$ cat config.mk
export PLATFORM = sky130hd
export DESIGN_NAME = fdc_cmd_seq
export DESIGN_NICKNAME = d
export VERILOG_FILES = /design/src/rtl/fdc_seq_pkg.sv /design/src/rtl/fdc_seq_decode.sv /design/src/rtl/fdc_seq_gap.sv /design/src/rtl/fdc_seq_cmdbuf.sv /design/src/rtl/fdc_cmd_seq.sv
export SDC_FILE = /design/constraint.sdc
export NUM_CORES = 1
export LEC_CHECK = 0
export BUFFER_PORTS_ARGS = -buffer_cell sky130_fd_sc_hd__buf_2
export CAP_MARGIN = 20
export CORE_UTILIZATION = 34
export CTS_CLUSTER_DIAMETER = 40
export DETAILED_ROUTE_END_ITERATION = 10
export GPL_ROUTABILITY_DRIVEN = 0
export PLACE_DENSITY_LB_ADDON = 0.25
export SYNTH_ARGS = -nofsm -noshare
export SYNTH_HDL_FRONTEND = slang
export SYNTH_SLANG_ARGS = --single-unit
$ cat constraint.sdc
create_clock -name clk -period 7.2 [get_ports clk]
set_input_delay 0.36 -clock clk [delete_from_list [all_inputs] [get_ports clk]]
set_output_delay 0.36 -clock clk [all_outputs]
set_load 0.03 [all_outputs]
$ cat src/rtl/fdc_seq_pkg.sv
package fdc_seq_pkg;
  localparam int BYTE_W  = 8;
  localparam int CMD_MAX = 9;
  localparam int RES_MAX = 7;
  localparam int CNT_W   = $clog2(CMD_MAX + 1);
  localparam int NDRIVE  = 4;
  localparam logic [BYTE_W-1:0] BAD_OP_ST0 = 8'h80;

  typedef enum logic [1:0] {PH_CMD, PH_EXEC, PH_RES} phase_t;

  typedef struct packed {
    logic             known;
    logic             local_only;
    logic             irq_class;
    logic [CNT_W-1:0] n_cmd;
    logic [CNT_W-1:0] n_res;
  } op_info_t;

  // Opcode table: command length, result length and class per 5-bit code
  function automatic op_info_t decode_op(input logic [4:0] op);
    op_info_t d;
    d = '{known: 1'b1, local_only: 1'b0, irq_class: 1'b0,
          n_cmd: CNT_W'(1), n_res: CNT_W'(0)};
    case (op)
      5'h02, 5'h05, 5'h06, 5'h09, 5'h0C, 5'h11, 5'h19, 5'h1D: begin
        d.n_cmd = CNT_W'(9); d.n_res = CNT_W'(7); d.irq_class = 1'b1;
      end
      5'h0A: begin d.n_cmd = CNT_W'(2); d.n_res = CNT_W'(7); d.irq_class = 1'b1; end
      5'h0D: begin d.n_cmd = CNT_W'(6); d.n_res = CNT_W'(7); d.irq_class = 1'b1; end
      5'h03: begin d.n_cmd = CNT_W'(3); d.local_only = 1'b1; end
      5'h0F: d.n_cmd = CNT_W'(3);
      5'h07: d.n_cmd = CNT_W'(2);
      5'h08: d.n_res = CNT_W'(2);
      5'h04: begin d.n_cmd = CNT_W'(2); d.n_res = CNT_W'(1); end
      default: begin d.known = 1'b0; d.n_res = CNT_W'(1); end
    endcase
    return d;
  endfunction

  function automatic logic [BYTE_W-1:0] pick_byte(
      input logic [RES_MAX*BYTE_W-1:0] flat, input logic [CNT_W-1:0] idx);
    logic [BYTE_W-1:0] b;
    b = '0;
    for (int k = 0; k < RES_MAX; k++)
      if (idx == CNT_W'(k)) b = flat[BYTE_W*k +: BYTE_W];
    return b;
  endfunction
endpackage

$ cat src/rtl/fdc_seq_decode.sv
module fdc_seq_decode
  import fdc_seq_pkg::*;
(
  input  logic [4:0] opcode,
  output op_info_t   info
);
  assign info = decode_op(opcode);
endmodule

$ cat src/rtl/fdc_seq_gap.sv
module fdc_seq_gap #(
  parameter int GAP_CLKS = 2
) (
  input  logic clk,
  input  logic rst,
  input  logic kick,
  output logic idle
);
  generate
    if (GAP_CLKS == 0) begin : g_none
      logic unused_in;
      assign unused_in = clk ^ rst ^ kick;
      assign idle = 1'b1;
    end else begin : g_timer
      localparam int GW = $clog2(GAP_CLKS + 1);
      logic [GW-1:0] cnt;
      always_ff @(posedge clk) begin
        if (rst)               cnt <= '0;
        else if (kick)         cnt <= GW'(GAP_CLKS);
        else if (cnt != '0)    cnt <= cnt - 1'b1;
      end
      assign idle = (cnt == '0);
    end
  endgenerate
endmodule

$ cat src/rtl/fdc_seq_cmdbuf.sv
module fdc_seq_cmdbuf
  import fdc_seq_pkg::*;
(
  input  logic                      clk,
  input  logic                      rst,
  input  logic                      clear,
  input  logic                      wr,
  input  logic [CNT_W-1:0]          idx,
  input  logic [BYTE_W-1:0]         din,
  output logic [CMD_MAX*BYTE_W-1:0] flat
);
  generate
    for (genvar k = 0; k < CMD_MAX; k++) begin : g_byte
      logic [BYTE_W-1:0] b;
      always_ff @(posedge clk) begin
        if (rst)                             b <= '0;
        else if (wr && idx == CNT_W'(k))     b <= din;
        else if (clear)                      b <= '0;
      end
      assign flat[BYTE_W*k +: BYTE_W] = b;
    end
  endgenerate
endmodule

$ cat src/rtl/fdc_cmd_seq.sv
module fdc_cmd_seq
  import fdc_seq_pkg::*;
#(
  parameter int GAP_CLKS = 2
) (
  input  logic                      clk,
  input  logic                      rst,
  input  logic                      host_wr,
  input  logic [BYTE_W-1:0]         host_wdata,
  input  logic                      host_rd,
  output logic [BYTE_W-1:0]         host_rdata,
  output logic [BYTE_W-1:0]         msr,
  input  logic [NDRIVE-1:0]         drive_pos_busy,
  output logic                      exec_start,
  output logic [CMD_MAX*BYTE_W-1:0] exec_cmd,
  input  logic                      exec_done,
  input  logic [RES_MAX*BYTE_W-1:0] exec_result,
  output logic                      irq
);
  phase_t                    phase;
  logic [CNT_W-1:0]          cmd_idx, res_idx, need_q, res_need_q;
  logic                      local_q, irqcls_q, ndma_q, irq_q, start_q;
  logic [RES_MAX*BYTE_W-1:0] res_q;
  op_info_t                  new_info;
  logic                      gap_idle;

  // Named events, also observed by the checker
  logic rqm, dio, busy, wr_accept, rd_accept, first_byte, last_byte, res_last;
  logic [CNT_W-1:0] need_now;
  logic             local_now;

  assign rqm        = (phase != PH_EXEC) && gap_idle;
  assign dio        = (phase == PH_RES);
  assign busy       = (phase != PH_CMD) || (cmd_idx != '0);
  assign wr_accept  = host_wr && rqm && !dio;
  assign rd_accept  = host_rd && rqm && dio;
  assign first_byte = wr_accept && (cmd_idx == '0);
  assign need_now   = first_byte ? new_info.n_cmd : need_q;
  assign local_now  = first_byte ? new_info.local_only : local_q;
  assign last_byte  = wr_accept && (CNT_W'(cmd_idx + 1'b1) == need_now);
  assign res_last   = rd_accept && (CNT_W'(res_idx + 1'b1) == res_need_q);

  fdc_seq_decode u_dec (.opcode(host_wdata[4:0]), .info(new_info));

  fdc_seq_gap #(.GAP_CLKS(GAP_CLKS)) u_gap (
    .clk(clk), .rst(rst), .kick(wr_accept || rd_accept), .idle(gap_idle));

  fdc_seq_cmdbuf u_buf (
    .clk(clk), .rst(rst), .clear(first_byte), .wr(wr_accept),
    .idx(cmd_idx), .din(host_wdata), .flat(exec_cmd));

  always_ff @(posedge clk) begin
    if (rst) begin
      phase      <= PH_CMD;
      cmd_idx    <= '0;
      res_idx    <= '0;
      need_q     <= '0;
      res_need_q <= '0;
      local_q    <= 1'b0;
      irqcls_q   <= 1'b0;
      ndma_q     <= 1'b0;
      irq_q      <= 1'b0;
      start_q    <= 1'b0;
      res_q      <= '0;
    end else begin
      start_q <= 1'b0;
      if (first_byte) begin
        need_q     <= new_info.n_cmd;
        res_need_q <= new_info.n_res;
        local_q    <= new_info.local_only;
        irqcls_q   <= new_info.irq_class;
      end
      if (wr_accept) begin
        if (last_byte) begin
          cmd_idx <= '0;
          if (first_byte && !new_info.known) begin
            phase   <= PH_RES;
            res_idx <= '0;
            res_q   <= {{(RES_MAX-1)*BYTE_W{1'b0}}, BAD_OP_ST0};
          end else if (local_now) begin
            ndma_q <= host_wdata[0];
          end else begin
            phase   <= PH_EXEC;
            start_q <= 1'b1;
          end
        end else begin
          cmd_idx <= cmd_idx + 1'b1;
        end
      end
      if (phase == PH_EXEC && exec_done) begin
        if (res_need_q == '0) begin
          phase <= PH_CMD;
        end else begin
          phase   <= PH_RES;
          res_q   <= exec_result;
          res_idx <= '0;
          irq_q   <= irqcls_q;
        end
      end
      if (rd_accept) begin
        irq_q <= 1'b0;
        if (res_last) begin
          phase   <= PH_CMD;
          res_idx <= '0;
        end else begin
          res_idx <= res_idx + 1'b1;
        end
      end
    end
  end

  assign host_rdata = pick_byte(res_q, res_idx);
  assign msr        = {rqm, dio, ndma_q, busy, drive_pos_busy};
  assign exec_start = start_q;
  assign irq        = irq_q;
endmodule

# Word level (Yosys, flattened, before mapping)
# Index checks and enable logic that the tools add are counted.
# classes
n_eq_ne	34
bitwise	4
muxes	47
add_sub_neg	3
n_reduce_logical	49
# ops
operator	n
$mux W56	5
$mux W8	16
$mux W4	9
$eq A5 B4 Y1 const B	6
$eq A4 B3 Y1 const B	7
$reduce_bool A2 Y1	11
$eq A5 B3 Y1 const B	4
$mux W2	10
$logic_and A1 B1 Y1	18
$eq A4 B2 Y1 const B	4
$pmux W4 S4	1
$eq A5 B5 Y1 const B	3
$reduce_or A15 Y1	1
$logic_not A4 Y1	3
$eq A5 B2 Y1 const B	2
$reduce_or A10 Y1	1
$pmux W3 S3	1
$add A4 B1 Y4 const B	2
$eq A4 B1 Y1 const B	2
$eq A4 B4 Y1	2
$reduce_or A8 Y1	1
$reduce_or A2 Y1	3
$reduce_or A3 Y1	2
$mux W1	5
other kinds (13)	18
# word_totals
register_bits	153
elab_cells	159
out_inout_bits	90
input_bits	73

# Logic depth before layout (Yosys ltp)
# Gate-level depths: netlist (run 1).
# depth
word_depth	13
ltp_mapped	12
mapped_depth_nobuf	9

# Cells and area by module
# A second synthesis (run 1) with hierarchy kept.
# hier_totals
cells_unflattened	731
area_unflattened_um2	6731.5
# by_module_without_submodules
mod	seq_area_each_um2	n_inst	cells_per_inst	area_per_inst_um2
fdc_cmd_seq	1581.5	1	407	3622.2
fdc_seq_cmdbuf	1441.4	1	264	2711.4
fdc_seq_decode	0.0	1	54	330.3
fdc_seq_gap	40.0	1	6	67.6

# Least setup slack after synthesis (run 1)
# Ideal clock, no wire load.
# synth_path
path_type	reg-to-output
startpoint	register res_idx[1]
endpoint	output port host_rdata[0]
path_stages_with_launch	10
slack_ns	4.366
n_path_buf	0
arrival_ns	2.474
cell_sequence	dfxtp_1 inv_1 ha_1 nor4b_1 a22oi_1 nand2_1 o21ai_0 o211ai_1 o21ai_0 a21oi_1
# synth_between
elab_chain_cells	8
elab_cells_between_ends	14
classes_between	6 x eq/ne; 7 x mux; 1 x reduce/logical
# synth_lines
element	line	source
start, declared	fdc_cmd_seq.sv:21	logic [CNT_W-1:0] cmd_idx, res_idx, need_q, res_need_q;
start signal, assigned	fdc_cmd_seq.sv:106	res_idx <= res_idx + 1'b1;
$logic_not A4 Y1	fdc_seq_pkg.sv:45	if (idx == CNT_W'(k)) b = flat[BYTE_W*k +: BYTE_W];
$mux W8 (6 in a row)	fdc_seq_pkg.sv:45	
$mux W8 *	fdc_seq_pkg.sv:45	
end, declared	fdc_cmd_seq.sv:11	output logic [BYTE_W-1:0] host_rdata,
# Every way passes the cells marked *; elsewhere a longest branch is shown, timed or not.

# Worst setup path in the final report (run 1)
# layout_path
startpoint	register cmd_idx[0]
endpoint	register ndma_q
# layout_between
elab_chain_cells	6
elab_cells_between_ends	10
classes_between	1 x add/sub; 1 x eq/ne; 2 x mux; 1 x bitwise; 5 x reduce/logical
# layout_lines
element	line	source
start, declared	fdc_cmd_seq.sv:21	
start signal, assigned	fdc_cmd_seq.sv:87	cmd_idx <= cmd_idx + 1'b1;
branches (longest 5 deep; another with $add A4 B1 Y4)	--	
$reduce_and A4 Y1 (no source line) *	--	
end signal, assigned	fdc_cmd_seq.sv:81	ndma_q <= host_wdata[0];
end, declared	fdc_cmd_seq.sv:22	logic local_q, irqcls_q, ndma_q, irq_q, start_q;
# Every way passes the cells marked *.
# A chain may end at the register's enable or synchronous reset.

==> metrics.csv, run 1 <==
stage,metric,value,unit
cts,clock root cell,clkbuf_16,
logic_synthesis,post-synthesis area per instance,8.57,sq um
cts,H-tree depth,4,
global_route,first-pass GRT wire length,29.7,mm
floorplanning,Die H,140,microns
global_route,largest net degree at the start of global routing,91,
logic_synthesis,Syn Nets,842,
global_route,initial antenna violation count,0,
sta,hold slack,0.148,ns
floorplanning,Initial Utilization,0.347,
hold_path,hold depth,2,
cts,"CTS clk-pin slew, worst paths",0.07,ns
cts,CTS resizes,0,
cts,CTS Buffer Depth,2,
sta,FMAX,0.283,GHz
placement,hpwl dp,12.3,mm
logic_synthesis,Synth Instances,761,
critical_path,CP Launch Type,flip-flop,
logic_synthesis,mapped cell area,6520,sq um
logic_synthesis,"EDFF count, synth",0,
cts,CTS tree,done,
layout,share of cells above drive strength 1,0.240,
sta,Final Cycle Share,0.490,
placement,Placed Cells,1080,
critical_path,critical path type,flip-flop to flip-flop,
critical_path,CP cell instances,"inv_1, ha_1, or3b_1, nor3_4, o221a_2, a211oi_1, or4_4, o21a_1, o21a_1",
critical_path,Critical Path RT,7.51,ns
floorplanning,IO Count,163,
power,Tot Pwr,2.37,mW
logic_synthesis,number of library cell types mapped by synthesis,61,
drt,post-route ant nets,0,
critical_path,Slowest cell on crit path,nor3_4,
hold_path,Hold Path Origin,exec_result[19],
logic_synthesis,Synth warnings,0,
critical_path,cell count along the critical path,9,
critical_path,critical path buffer and inverter count,1,
cts,clk_lat worst skew,0.43,ns
floorplanning,Die ar.,19700,sq um
sta,RSZ-0062 raised after global routing,no,
power,Leak Pwr,3.29,nW
drt,first-pass detailed-route iteration total,5,
layout,multi-input logic area,3130,sq um
cts,Post-CTS Setup Repair Bufs,0,
global_route,Total GRT Usage,0.192,
cts,Num CTS Buffers,17,
sta,total negative setup slack,0,ns
floorplanning,core area,18800,sq um
drt,WL final,19.1,mm
sta,Worst Skew,0.0141,ns
critical_path,R2R cell count,9,
job,Maximum Capacitance Violations,0,
logic_synthesis,ys flop type,dfxtp_1,
critical_path,"Top cell by count, worst path",o21a_1,
sta,relative slew slack,0.328,
drt,wire per inst,17.1,microns
drt,vias per cell,5.26,
placement,PortBufs,154,
sta,final setup fails,0,
layout,area delta synth->final,21.2,%
cts,Sink Count,151,
sta,final-report max-slew violation count,0,
hold_path,hold crit path type,primary input to flip-flop,
sta,setup ws final,3.67,ns
critical_path,CP Capture Type,flip-flop,
sta,worst-margin pin slew,1.01,ns
run_status,status,"complete, no violations",
cts,hold_buf cts,0,
layout,n_diodes,0,
drt,Residual DRC,0,
critical_path,critical path launch point,cmd_idx[0],
sta,Period minus WS final,3.53,ns
logic_synthesis,post-synthesis async set-or-reset flop share,0,
floorplanning,Die Width,140,microns
layout,Seq. cell area,3020,sq um
power,worst vdd ir,0.000154,V
floorplanning,site row count,50,
placement,Place WS,3.69,ns
layout,Post-layout nets,946,
logic_synthesis,"flops & latches, synth",151,
critical_path,worst-path fanout max,17,
global_route,number of global-route vias before repair,5491,
drt,DR iter-0 viols,291,
logic_synthesis,post-synthesis sequential area ratio,0.464,
layout,fillers,1895,
critical_path,RR Startpoint,cmd_idx[0],
global_route,Overflow after GRT,0,
layout,Non-Filler Instances,1112,
critical_path,CP arrival,3.84,ns
drt,via count of the routed design,5845,
critical_path,CP top delay family,simple AND/OR/NAND/NOR gates,
critical_path,max incr delay on CP,0.65,ns
sta,Final Hold Fails,0,
power,power per cell area,300,nW/um^2
## flip-flops by register name, summed over array words and instances (netlist names), 2 cells and up
name and flops:
u_gap.g_timer.cnt 2, res_idx 4, res_need_q 2, need_q 4, u_buf.g_byte.b 72, res_q 56
cmd_idx 4, phase 2
## final cells by class
type,count,area share
multi-input combinational,528,0.396
inverter,7,0.00333
clock inverter,13,0.0214
clock buffer,19,0.0561
sequential,151,0.383
timing repair buffer,160,0.104
tap,234,0.0371
## kinds of logic after synthesis
kind of cell / share of synthesized area
AND/OR/NAND/NOR: 0.209
buffers and inverters: 0.0591
flip-flops: 0.464
AO/OA/AOI/OAI: 0.236
multiplexers: 0.00173
adder cells (fa/ha/maj): 0.0153
XOR/XNOR: 0.0148
## stage by stage
step           cell area, sq um   util
2_1_floorplan              6520      -
3_3_place_gp               7280  0.388
3_5_place_dp               7290  0.388
4_1_cts                    7900  0.421
5_1_grt                    7900  0.421
6_report                   7900  0.421
## cell usage after synthesis, types with 8 or more instances
library cell | count | area share
buf_4 | 8 | 0.0092
nor3_1 | 9 | 0.0069
dfxtp_1 | 151 | 0.46
nand2_1 | 110 | 0.063
nand3_1 | 71 | 0.054
buf_2 | 8 | 0.0061
and3_1 | 8 | 0.0077
o211ai_1 | 9 | 0.010
a22oi_1 | 19 | 0.022
a22o_1 | 56 | 0.075
nor2b_1 | 8 | 0.0077
nor2_1 | 39 | 0.022
a21oi_1 | 89 | 0.068
o21ai_0 | 22 | 0.017
ha_1 | 8 | 0.015
clkbuf_1 | 49 | 0.028
## layout by cell type, fill, tap and decap left out, types with 6 or more instances in the layout
cell type	netlist	routed
a22o_1	56	56
and3_1	8	8
a21oi_1	89	89
ha_1	8	8
nor3_1	9	9
buf_2	8	154
nor2_1	39	38
nand2_1	110	110
o211ai_1	9	9
a22oi_1	19	19
clkbuf_16	0	17
o21ai_0	22	22
nor2b_1	8	8
xnor2_1	6	6
nand3_1	71	71
inv_1	7	7
dfxtp_1	151	151
## power by group
group          internal, mW  leakage (nW)  switching [mW]  total [mW]
logic                 0.156          1.79           0.364       0.520
clock network         0.559         0.287           0.367       0.926
registers             0.886          1.22          0.0392       0.925
total                  1.60          3.29           0.770        2.37
## final timing paths
check / end / slack, ns
worst min-delay path: res_q[19] / 0.15
worst max register to register: ndma_q / 3.67
worst max-delay path: ndma_q / 3.67
worst min register to register: u_buf.g_byte[8].b[2] / 0.45
## metal layers
metal  global-route usage  part of all wire  vias up
met4               0.0606            0.0099        0
met3               0.0609             0.073       17
met2                0.295              0.45      158
met5                    0                 0        -
met1                0.255              0.47     2748
li1                     -                 -     2922
No activity file was read; power rests on OpenSTA's default activity.
==> run 2: changes to the inputs <==
==> constraint.sdc (replaced) <==
create_clock -name clk -period 3.3 [get_ports clk]
set_input_delay 0.165 -clock clk [delete_from_list [all_inputs] [get_ports clk]]
set_output_delay 0.165 -clock clk [all_outputs]
set_load 0.03 [all_outputs]
==> metrics.csv, run 2 (synthesis results as in run 1) <==
stage,metric,value,unit,change
critical_path,worst-path fanout max,11,,-6
floorplanning,Die ar.,19700,sq um,unchanged
critical_path,critical path type,flip-flop to flip-flop,,
hold_path,hold crit path type,primary input to flip-flop,,
sta,hold slack,0.0280,ns,-0.120 ns
floorplanning,IO Count,163,,unchanged
cts,CTS tree,done,,
layout,area delta synth->final,32.6,%,
critical_path,Critical Path RT,3.62,ns,-3.89 ns
power,power per cell area,613,nW/um^2,+100%
layout,top flop regs,"u_buf.g_byte.b: 72 flops, res_q: 56 flops",,
drt,wire per inst,16.7,microns,-2.3%
cts,"CTS clk-pin slew, worst paths",0.06,ns,about the same
drt,WL final,20.0,mm,+4.7%
sta,final-report max-slew violation count,0,,unchanged
floorplanning,site row count,50,,unchanged
sta,Period minus WS final,3.02,ns,-0.503 ns
cts,CTS Buffer Depth,2,,unchanged
drt,DR iter-0 viols,384,,+32%
power,sequential share of power,0.380,,-0.010
global_route,Total GRT Usage,0.202,,+0.0105
sta,final setup fails,0,,unchanged
drt,Residual DRC,0,,unchanged
global_route,largest net degree at the start of global routing,76,,-16%
layout,share of cells above drive strength 1,0.245,,+0.00445
cts,clk_lat worst skew,0.43,ns,about the same
power,Leak Pwr,3.65,nW,+11%
drt,via count of the routed design,6219,,+6.4%
cts,Post-CTS Setup Repair Bufs,0,,unchanged
power,worst vdd ir,0.000411,V,+170%
placement,hpwl dp,13.3,mm,+8.1%
power,Psw,1.71,mW,+120%
critical_path,CP arrival,3.34,ns,-0.50 ns
power,Sw Ratio,0.322,,-0.00294
layout,Post-layout nets,1025,,+8.4%
drt,first-pass detailed-route iteration total,7,,+2
cts,Sink Count,151,,unchanged
floorplanning,Initial Utilization,0.347,,unchanged
run_status,status,"complete, no violations",,
sta,Final Cycle Share,0.917,,+0.427
global_route,number of global-route vias before repair,5803,,+5.7%
power,internal power,3.59,mW,+120%
cts,Num CTS Buffers,17,,unchanged
layout,Biggest register,u_buf.g_byte.b,,
layout,"commonest non-fill, non-tap cell in the layout",buf_2,,
layout,fillers,1846,,-2.6%
critical_path,CP Launch Type,flip-flop,,
layout,Final Cell Area,8650,sq um,+9.5%
cts,H-tree depth,4,,unchanged
drt,post-route ant nets,0,,unchanged
sta,RSZ-0062 raised after global routing,no,,
floorplanning,Die Width,140,microns,unchanged
global_route,initial antenna violation count,0,,unchanged
floorplanning,core area,18800,sq um,unchanged
cts,CTS resizes,0,,unchanged
sta,total negative setup slack,0,ns,unchanged
placement,post-placement cell area,7470,sq um,+2.5%
job,Maximum Capacitance Violations,0,,unchanged
power,Tot Pwr,5.30,mW,+120%
layout,final core utilization,0.461,,+0.0399
global_route,Overflow after GRT,0,,unchanged
placement,PortBufs,154,,unchanged
global_route,first-pass GRT wire length,31.1,mm,+4.7%
sta,relative slew slack,0.461,,+0.133
power,Logic pwr share,0.242,,+0.023
critical_path,CP Capture Type,flip-flop,,
sta,worst-margin pin slew,0.809,ns,-0.199 ns
sta,Final Hold Fails,0,,unchanged
power,clock power share,0.378,,-0.012
sta,FMAX,0.331,GHz,+17%
floorplanning,Die H,140,microns,unchanged
drt,vias per cell,5.22,,-0.74%
cts,clock root cell,clkbuf_16,,
sta,Worst Skew,0.0157,ns,+0.00155 ns
layout,max reg flops,72,,unchanged
layout,most frequent cells in the layout,"buf_2 (154), dfxtp_1 (151), nand2_1 (110)",,
## run 2: cell count changes in the layout (fill, tap and decap cells not counted)
cell / previous run / this run
diode_2: 0 / 2
buf_12: 0 / 1
dlygate4sd3_1: 0 / 55
inv_6: 4 / 1
buf_6: 1 / 0
buf_4: 5 / 28
buf_16: 0 / 1
clkinv_2: 1 / 3
## run 2: worst paths after layout
path                                      startpoint              endpoint  slack, ns  cells past startpoint
worst max-delay path                      cmd_idx[0]                ndma_q       0.28                     11
worst min-delay path                  exec_result[7]              res_q[7]       0.03                      3
worst max register to register            cmd_idx[0]                ndma_q       0.28                     11
worst min register to register  u_buf.g_byte[8].b[3]  u_buf.g_byte[8].b[3]       0.45                      2
## run 2: area by class of cell
type | instances | area (sq um) | share of cell area
diodes | 2 | 5.00 | 0.000579
clock buffers | 19 | 443 | 0.0512
clock inverters | 12 | 153 | 0.0176
inverters | 7 | 26.3 | 0.00304
multi-input cells | 528 | 3130 | 0.362
flip-flops and latches | 151 | 3020 | 0.349
well taps | 234 | 293 | 0.0338
repair buffers | 239 | 1580 | 0.183
## run 2: repair_timing
action / 4_1_cts / 5_1_grt
hold buffers: 55 / 0
hold endpoints to repair: 55 / 0
setup endpoints to repair: 0 / 0
## run 2: routing by layer
layer,GRT usage,vias to the layer above,share of wire
li1,-,3086,-
met1,0.261,2929,0.46
met2,0.317,186,0.45
met3,0.0667,18,0.079
met4,0.0675,0,0.013
met5,0,-,0
## run 2: worst max-delay path, stage by stage (launching register included)
cell	delay [ns]
dfxtp_1	0.38
inv_1	0.10
ha_1	0.15
or3b_1	0.43
buf_4	0.19
buf_4	0.15
nor3_4	0.22
o221a_2	0.23
a211oi_1	0.05
or4_4	0.62
o21a_1	0.22
o21a_1	0.17
## run 2: power groups by stage
stage | logic, mW | registers, mW | clock network [mW]
3_3_place_gp | 1.22 | 2.05 | 0
2_1_floorplan | 0.830 | 2.11 | 0
6_report | 1.28 | 2.01 | 2.00
5_1_grt | 1.39 | 2.03 | 2.12
4_1_cts | 1.27 | 2.01 | 2.04
3_5_place_dp | 1.22 | 2.05 | 0
## run 2: through the flow
stage	setup slack (ns)	std cells
5_1_grt	0.145	1190
6_report	0.275	1192
3_3_place_gp	0.198	1103
2_1_floorplan	0.526	761
4_1_cts	0.108	1189
3_5_place_dp	0.148	1103
